<file path="config.mk">
export PLATFORM = sky130hd
export DESIGN_NAME = crm_manager
export DESIGN_NICKNAME = d
export VERILOG_FILES = /design/src/rtl/crm_pkg.sv /design/src/rtl/crm_table.sv /design/src/rtl/crm_victim_scan.sv /design/src/rtl/crm_manager.sv
export SDC_FILE = /design/constraint.sdc
export NUM_CORES = 1
export LEC_CHECK = 0
export BUFFER_PORTS_ARGS = -buffer_cell sky130_fd_sc_hd__clkbuf_2
export CORE_UTILIZATION = 35
export CTS_BUF_LIST = sky130_fd_sc_hd__clkbuf_8
export DETAILED_ROUTE_END_ITERATION = 12
export PLACE_DENSITY = 0.46
export SLEW_MARGIN = 20
export SYNTH_ARGS = -nofsm -noshare
export SYNTH_HDL_FRONTEND = slang
export SYNTH_HIERARCHICAL = 1
export SYNTH_SLANG_ARGS = --single-unit
</file>
<file path="constraint.sdc">
create_clock -name clk -period 9.25 [get_ports clk]
set_input_delay 0.4625 -clock clk [delete_from_list [all_inputs] [get_ports clk]]
set_output_delay 0.4625 -clock clk [all_outputs]
set_load 0.05 [all_outputs]
</file>
<file path="src/rtl/crm_pkg.sv">
package crm_pkg;

    typedef enum logic [1:0] {
        ST_IDLE,
        ST_CHECK,
        ST_SCAN
    } crm_state_e;

    typedef enum logic [1:0] {
        TOP_NONE,
        TOP_TOUCH,
        TOP_LOAD,
        TOP_EVICT
    } tab_op_e;

    typedef struct packed {
        logic valid;
        logic hit;
        logic reject;
    } crm_resp_t;

    // A size is legal when it is non-zero and fits in the array.
    function automatic logic size_ok(input int unsigned sz, input int unsigned limit);
        return (sz != 0) && (sz <= limit);
    endfunction

endpackage

</file>
<file path="src/rtl/crm_table.sv">
module crm_table
    import crm_pkg::*;
#(
    parameter int N   = 4,
    parameter int IDW = 4,
    parameter int RW  = 4,
    localparam int IXW = $clog2(N)
) (
    input  logic                  clk,
    input  logic                  rst,
    input  logic [IDW-1:0]        lookup_id,
    input  tab_op_e               op,
    input  logic [IXW-1:0]        op_idx,
    input  logic [IDW-1:0]        load_id,
    input  logic [RW-1:0]         load_size,
    input  logic [RW-1:0]         victim_credit,
    output logic [N-1:0]          valid_o,
    output logic [N-1:0][IDW-1:0] id_o,
    output logic [N-1:0][RW-1:0]  size_o,
    output logic [N-1:0][RW-1:0]  credit_o,
    output logic                  hit,
    output logic [IXW-1:0]        hit_idx,
    output logic                  has_empty,
    output logic [IXW-1:0]        empty_idx
);

    logic           valid_q  [N];
    logic [IDW-1:0] id_q     [N];
    logic [RW-1:0]  size_q   [N];
    logic [RW-1:0]  credit_q [N];

    for (genvar g = 0; g < N; g++) begin : g_slot
        logic sel;
        assign sel = (op_idx == IXW'(g));

        always_ff @(posedge clk) begin
            if (rst) begin
                valid_q[g]  <= 1'b0;
                id_q[g]     <= '0;
                size_q[g]   <= '0;
                credit_q[g] <= '0;
            end else begin
                case (op)
                    TOP_TOUCH: if (sel) credit_q[g] <= size_q[g];
                    TOP_LOAD: if (sel) begin
                        valid_q[g]  <= 1'b1;
                        id_q[g]     <= load_id;
                        size_q[g]   <= load_size;
                        credit_q[g] <= load_size;
                    end
                    TOP_EVICT: begin
                        if (sel) valid_q[g] <= 1'b0;
                        else if (valid_q[g]) credit_q[g] <= credit_q[g] - victim_credit;
                    end
                    default: ;
                endcase
            end
        end

        assign valid_o[g]  = valid_q[g];
        assign id_o[g]     = id_q[g];
        assign size_o[g]   = size_q[g];
        assign credit_o[g] = credit_q[g];
    end

    // Lowest matching slot and lowest empty slot.
    always_comb begin
        hit       = 1'b0;
        hit_idx   = '0;
        has_empty = 1'b0;
        empty_idx = '0;
        for (int i = N - 1; i >= 0; i--) begin
            if (valid_q[i] && id_q[i] == lookup_id) begin
                hit     = 1'b1;
                hit_idx = IXW'(i);
            end
            if (!valid_q[i]) begin
                has_empty = 1'b1;
                empty_idx = IXW'(i);
            end
        end
    end

    assert_touch_resident_R1: assert property (@(posedge clk) disable iff (rst)
        op == TOP_TOUCH |-> valid_o[op_idx]);

    assert_load_empty_R2: assert property (@(posedge clk) disable iff (rst)
        op == TOP_LOAD |-> !valid_o[op_idx]);

endmodule

</file>
<file path="src/rtl/crm_victim_scan.sv">
module crm_victim_scan #(
    parameter int N  = 4,
    parameter int RW = 4,
    localparam int IXW = $clog2(N)
) (
    input  logic                 clk,
    input  logic                 rst,
    input  logic                 start,
    input  logic [N-1:0]         valid_i,
    input  logic [N-1:0][RW-1:0] credit_i,
    output logic                 done_o,
    output logic [IXW-1:0]       victim_o
);

    logic           busy_q;
    logic           found_q;
    logic [IXW-1:0] idx_q;
    logic [IXW-1:0] best_idx_q;
    logic [RW-1:0]  best_cred_q;
    logic           take;

    // Strict compare keeps the earlier (lower) slot on equal credit.
    assign take     = valid_i[idx_q] && (!found_q || credit_i[idx_q] < best_cred_q);
    assign done_o   = busy_q && (idx_q == IXW'(N - 1));
    assign victim_o = take ? idx_q : best_idx_q;

    always_ff @(posedge clk) begin
        if (rst) begin
            busy_q      <= 1'b0;
            found_q     <= 1'b0;
            idx_q       <= '0;
            best_idx_q  <= '0;
            best_cred_q <= '0;
        end else if (start) begin
            busy_q  <= 1'b1;
            found_q <= 1'b0;
            idx_q   <= '0;
        end else if (busy_q) begin
            if (take) begin
                found_q     <= 1'b1;
                best_idx_q  <= idx_q;
                best_cred_q <= credit_i[idx_q];
            end
            if (done_o) busy_q <= 1'b0;
            else        idx_q  <= idx_q + 1'b1;
        end
    end

    assert_victim_resident_R3: assert property (@(posedge clk) disable iff (rst)
        done_o |-> valid_i[victim_o]);

endmodule

</file>
<file path="src/rtl/crm_manager.sv">
module crm_manager
    import crm_pkg::*;
#(
    parameter int NUM_SLOTS  = 4,
    parameter int ID_W       = 4,
    parameter int ARRAY_ROWS = 12,
    localparam int ROW_W = $clog2(ARRAY_ROWS + 1),
    localparam int IDX_W = $clog2(NUM_SLOTS)
) (
    input  logic             clk,
    input  logic             rst,
    input  logic             req_valid,
    input  logic [ID_W-1:0]  req_id,
    input  logic [ROW_W-1:0] req_size,
    output logic             ready,
    output logic             resp_valid,
    output logic             resp_hit,
    output logic             resp_reject,
    output logic             evict_valid,
    output logic [ID_W-1:0]  evict_id,
    output logic [ROW_W-1:0] free_rows
);

    crm_state_e       state_q;
    logic [ID_W-1:0]  id_q;
    logic [ROW_W-1:0] size_q;
    logic [ROW_W-1:0] free_q;
    crm_resp_t        resp_q;
    logic             ev_valid_q;
    logic [ID_W-1:0]  ev_id_q;

    logic [NUM_SLOTS-1:0]             t_valid;
    logic [NUM_SLOTS-1:0][ID_W-1:0]   t_id;
    logic [NUM_SLOTS-1:0][ROW_W-1:0]  t_size;
    logic [NUM_SLOTS-1:0][ROW_W-1:0]  t_credit;
    logic             hit;
    logic [IDX_W-1:0] hit_idx;
    logic             has_empty;
    logic [IDX_W-1:0] empty_idx;
    logic             scan_done;
    logic [IDX_W-1:0] victim_idx;

    tab_op_e          op;
    logic [IDX_W-1:0] op_idx;
    logic             scan_start;
    logic             bad;
    logic             need_room;

    assign bad       = !size_ok(32'(size_q), ARRAY_ROWS);
    assign need_room = (free_q < size_q) || !has_empty;

    always_comb begin
        op         = TOP_NONE;
        op_idx     = '0;
        scan_start = 1'b0;
        case (state_q)
            ST_CHECK: if (!bad) begin
                if (hit) begin
                    op     = TOP_TOUCH;
                    op_idx = hit_idx;
                end else if (!need_room) begin
                    op     = TOP_LOAD;
                    op_idx = empty_idx;
                end else begin
                    scan_start = 1'b1;
                end
            end
            ST_SCAN: if (scan_done) begin
                op     = TOP_EVICT;
                op_idx = victim_idx;
            end
            default: ;
        endcase
    end

    crm_table #(.N(NUM_SLOTS), .IDW(ID_W), .RW(ROW_W)) u_table (
        .clk          (clk),
        .rst          (rst),
        .lookup_id    (id_q),
        .op           (op),
        .op_idx       (op_idx),
        .load_id      (id_q),
        .load_size    (size_q),
        .victim_credit(t_credit[victim_idx]),
        .valid_o      (t_valid),
        .id_o         (t_id),
        .size_o       (t_size),
        .credit_o     (t_credit),
        .hit          (hit),
        .hit_idx      (hit_idx),
        .has_empty    (has_empty),
        .empty_idx    (empty_idx)
    );

    crm_victim_scan #(.N(NUM_SLOTS), .RW(ROW_W)) u_scan (
        .clk     (clk),
        .rst     (rst),
        .start   (scan_start),
        .valid_i (t_valid),
        .credit_i(t_credit),
        .done_o  (scan_done),
        .victim_o(victim_idx)
    );

    always_ff @(posedge clk) begin
        if (rst) begin
            state_q    <= ST_IDLE;
            id_q       <= '0;
            size_q     <= '0;
            free_q     <= ROW_W'(ARRAY_ROWS);
            resp_q     <= '0;
            ev_valid_q <= 1'b0;
            ev_id_q    <= '0;
        end else begin
            resp_q     <= '0;
            ev_valid_q <= 1'b0;
            case (state_q)
                ST_IDLE: if (req_valid) begin
                    id_q    <= req_id;
                    size_q  <= req_size;
                    state_q <= ST_CHECK;
                end
                ST_CHECK: begin
                    if (bad) begin
                        resp_q  <= '{valid: 1'b1, hit: 1'b0, reject: 1'b1};
                        state_q <= ST_IDLE;
                    end else if (hit) begin
                        resp_q  <= '{valid: 1'b1, hit: 1'b1, reject: 1'b0};
                        state_q <= ST_IDLE;
                    end else if (!need_room) begin
                        free_q  <= free_q - size_q;
                        resp_q  <= '{valid: 1'b1, hit: 1'b0, reject: 1'b0};
                        state_q <= ST_IDLE;
                    end else begin
                        state_q <= ST_SCAN;
                    end
                end
                ST_SCAN: if (scan_done) begin
                    free_q     <= free_q + t_size[victim_idx];
                    ev_valid_q <= 1'b1;
                    ev_id_q    <= t_id[victim_idx];
                    state_q    <= ST_CHECK;
                end
                default: state_q <= ST_IDLE;
            endcase
        end
    end

    assign ready       = (state_q == ST_IDLE);
    assign resp_valid  = resp_q.valid;
    assign resp_hit    = resp_q.hit;
    assign resp_reject = resp_q.reject;
    assign evict_valid = ev_valid_q;
    assign evict_id    = ev_id_q;
    assign free_rows   = free_q;

    assert_pulse_excl_R8: assert property (@(posedge clk) disable iff (rst)
        !(evict_valid && resp_valid));

    assert_busy_on_evict_R8: assert property (@(posedge clk) disable iff (rst)
        evict_valid |-> !ready);

    assert_reject_static_R7: assert property (@(posedge clk) disable iff (rst)
        (resp_valid && resp_reject) |-> $stable(free_rows));

    assert_hit_static_R1: assert property (@(posedge clk) disable iff (rst)
        (resp_valid && resp_hit) |-> $stable(free_rows));

    assert_free_grows_R5: assert property (@(posedge clk) disable iff (rst)
        evict_valid |-> (free_rows > $past(free_rows)));

    assert_free_bound_R2: assert property (@(posedge clk) disable iff (rst)
        free_rows <= ROW_W'(ARRAY_ROWS));

endmodule

</file>
==> out/qor.csv <==
stage,metric,value,unit
placed_design,dp_hpwl,9.940,mm
logic_synthesis,synth_common_cells,"52 x edfxtp_1, 34 x nand2_1, 32 x dfxtp_1, 32 x inv_1, 29 x a21oi_1",
die,die-width,126.2,µm
final_layout,fillCellCount,1482,
clock_network,numCtsBuffers,9,
worst_setup_path,cp.buffers_inverters,0,
worst_setup_path,slowest_stage,nor2b_1,
worst_setup_path,worstPathCellList,mux4_1 -> ha_1 -> and3_1 -> o21ai_0 -> o211ai_1 -> mux2_2 -> a222oi_1 -> nor2b_1 -> nand2b_1 -> nor3_1 -> a211oi_1 -> a21oi_1,
clock_network,ctsResizeCount,0,
die,start_util,35.62,%
worst_setup_path,cp_max_fo,13,
die,fp.dieH,126.2,µm
routing,drt-met1-wl,6.303,mm
sta,tightest_slew,1.015,ns
global_route,grt_pass1_vias,3503,
sta,period_share,53.74,%
logic_synthesis,syn_inst,478,
die,pin_count,24,
clock_network,cts.sinks,84,
global_route,grt_pass1_wl,20.50,mm
clock_network,cts_tree,yes,
logic_synthesis,ys.flop_type,edfxtp_1,
final_layout,area.growth.synth_to_final,8.047,%
logic_synthesis,synth_top_cell_area_share,28.94,%
power_and_ir_drop,leakage,2.257,nW
global_route,grt_usage,17.25,%
die,rows,45,
sta,rsz0062_at_grt,false,
logic_synthesis,synth.avg_cell_area,11.29,µm²
worst_setup_path,crit_family,simple AND/OR/NAND/NOR gates,
sta,drv_slew,0,
sta,fin_skew,0.01500,ns
routing,wl_met2,5.949,mm
logic_synthesis,ys_seq_elements,84,
logic_synthesis,synth_fp_nets,522,
routing,routed_via_density,5.364,
routing,dr.pass1.iters,5,
sta,fin_tns_setup,0,ns
clock_network,htree_num_levels,3,
global_route,antenna_found_initial,0,
worst_setup_path,required,9.49,ns
routing,antenna_left,0,
worst_setup_path,cp.arrival,5.21,ns
logic_synthesis,netlist_area,5395,µm²
sta,layout_min_cycle_time,4.971,ns
routing,wl,13.00,mm
final_layout,layout-drive-gt1-share,18.75,%
final_layout,diodes,0,
worst_setup_path,cp-end-kind,flip-flop,
clock_network,clkSlewWorstSetupHoldPaths,0.09,ns
sta,finalSetupViolCount,0,
placed_design,io_buffers,23,
clock_network,holdBufCountCts,0,
worst_setup_path,max_stage_delay,0.81,ns
clock_network,clockBufferDepth,2,
hold_path,hp-class,in2reg,
logic_synthesis,synth-edff-count,52,
placed_design,gp_congestion,0.7862,
global_route,grt_max_degree,47,
routing,via_count,3669,
worst_setup_path,start_kind,flip-flop,
logic_synthesis,synth.most_common_cell,edfxtp_1,
final_layout,fin_nets,535,
logic_synthesis,synthArstFlopShare,0,%
clock_network,cts_root_buffer,clkbuf_8,
run,cap_violations,0,
final_layout,multi_input_area,2900,µm²
routing,wl_met3,562,µm
power_and_ir_drop,p_per_area,145.5,nW/µm²
power_and_ir_drop,power.total,848.4,µW
routing,drc,0,
die,dieArea,15920,µm²
clock_network,clk_latency,0.38,ns
logic_synthesis,synth_area_leader_cell,edfxtp_1,
global_route,overflow,0,
final_layout,seqCellArea,2202,µm²
worst_setup_path,path_class,reg2reg,
power_and_ir_drop,vdd_drop_max,0.0001125,V
logic_synthesis,ys_top_cells_by_area,"edfxtp_1 29%, dfxtp_1 12%, ha_1 6.3%, mux4_2 5.4%, xnor2_1 2.8%",
logic_synthesis,yosysUniqueCellTypes,71,
status,status,finished clean,
logic_synthesis,yosysSeqAreaShare,40.82,%
routing,highest_layer,met4,
clock_network,postCtsSetupRepairBufs,0,
routing,dr.first_iter.drc_count,320,
sta,relSlewSlack,32.22,%
routing,drt-wirelength-per-cell,19.01,µm
sta,max_freq,0.2012,GHz
logic_synthesis,yosysWarnings,6,
sta,final-hold-violation-count,0,
die,core_area,15150,µm²
layout by cell type (no fill, tap or decap), types with 6 or more instances in the layout:
cell type	n
a21oi_1	29
dfxtp_1	32
xnor2_1	17
a211oi_1	12
xor2_1	13
nand2b_1	16
nor3_1	9
clkbuf_8	9
ha_1	27
nand2_1	34
nand3_1	11
clkbuf_2	23
nor2_1	14
a221o_1	6
edfxtp_1	52
and2_1	23
mux4_2	13
a21o_1	7
inv_1	34
fa_1	6
and3_1	10
mux2i_1	10
tightest hold or removal path: stages:
cell	delay, ns
clkbuf_2	0.08
nand3_1	0.05
a21oi_1	0.05
flip-flops by register name (all words and copies together), names as in the netlist, 4 cells and up:
register and count:
u_scan/best_cred_q 4, size_q 4, u_table/id_q 16, u_table/size_q 16, u_table/valid_q 4, id_q 4
evict_id 4, free_rows 4, u_table/credit_q 16
routing by layer:
metal / GRT usage (%) / vias to the layer above
met1: 24.30 / 1802
li1: - / 1772
met3: 3.823 / 12
met2: 26.19 / 83
met5: 0 / -
met4: 5.599 / 0
logic make-up (layout without fill, tap and decap cells):
group	Yosys count	in the layout	share of synthesized area [%]
xor+xnor	30	30	4.870
simple gates	157	157	18.60
buf+inv	56	74	5.427
flops	84	84	40.82
compound gates	88	88	12.22
mux	30	30	9.578
fa+ha+maj	33	33	8.488
path summary, 6_finish.rpt:
check,from,to,slack (ns),cells after the start
worst max-delay path,u_scan/idx_q[0],u_table/credit_q[1][2],4.28,12
worst min-delay path,req_size[2],size_q[2],0.31,3
worst min register to register,evict_id[2],evict_id[2],0.46,2
worst max register to register,u_scan/idx_q[0],u_table/credit_q[1][2],4.28,12
through the flow:
| stage | cell area, µm² | setup slack, ns | hold WS (ns) | util [%] | instances |
|---|---|---|---|---|---|
| 2_1_floorplan | 5395 | 4.840 | 0.4456 | - | 478 |
| 3_3_place_gp | 5598 | 4.253 | 0.4486 | 36.96 | 668 |
| 3_5_place_dp | 5598 | 4.086 | 0.4514 | 36.96 | 668 |
| 4_1_cts | 5829 | 4.047 | 0.2972 | 38.49 | 684 |
| 5_1_grt | 5829 | 3.923 | 0.3170 | 38.49 | 684 |
| 6_report | 5829 | 4.279 | 0.3094 | 38.49 | 684 |
where the power goes:
part           switching, mW  total (mW)  internal [mW]
combinational         0.0619       0.107         0.0447
sequential            0.0202       0.430          0.410
clock                  0.135       0.312          0.177
total                  0.217       0.848          0.631
area by class of cell:
type,instances,share of cell area (%)
multi-input combinational,338,49.75
timing repair buffer,24,2.103
sequential,84,37.78
inverter,34,2.361
tap,188,4.035
clock buffer,9,2.125
clock inverter,7,1.846
No activity file was read; power rests on OpenSTA's default activity.
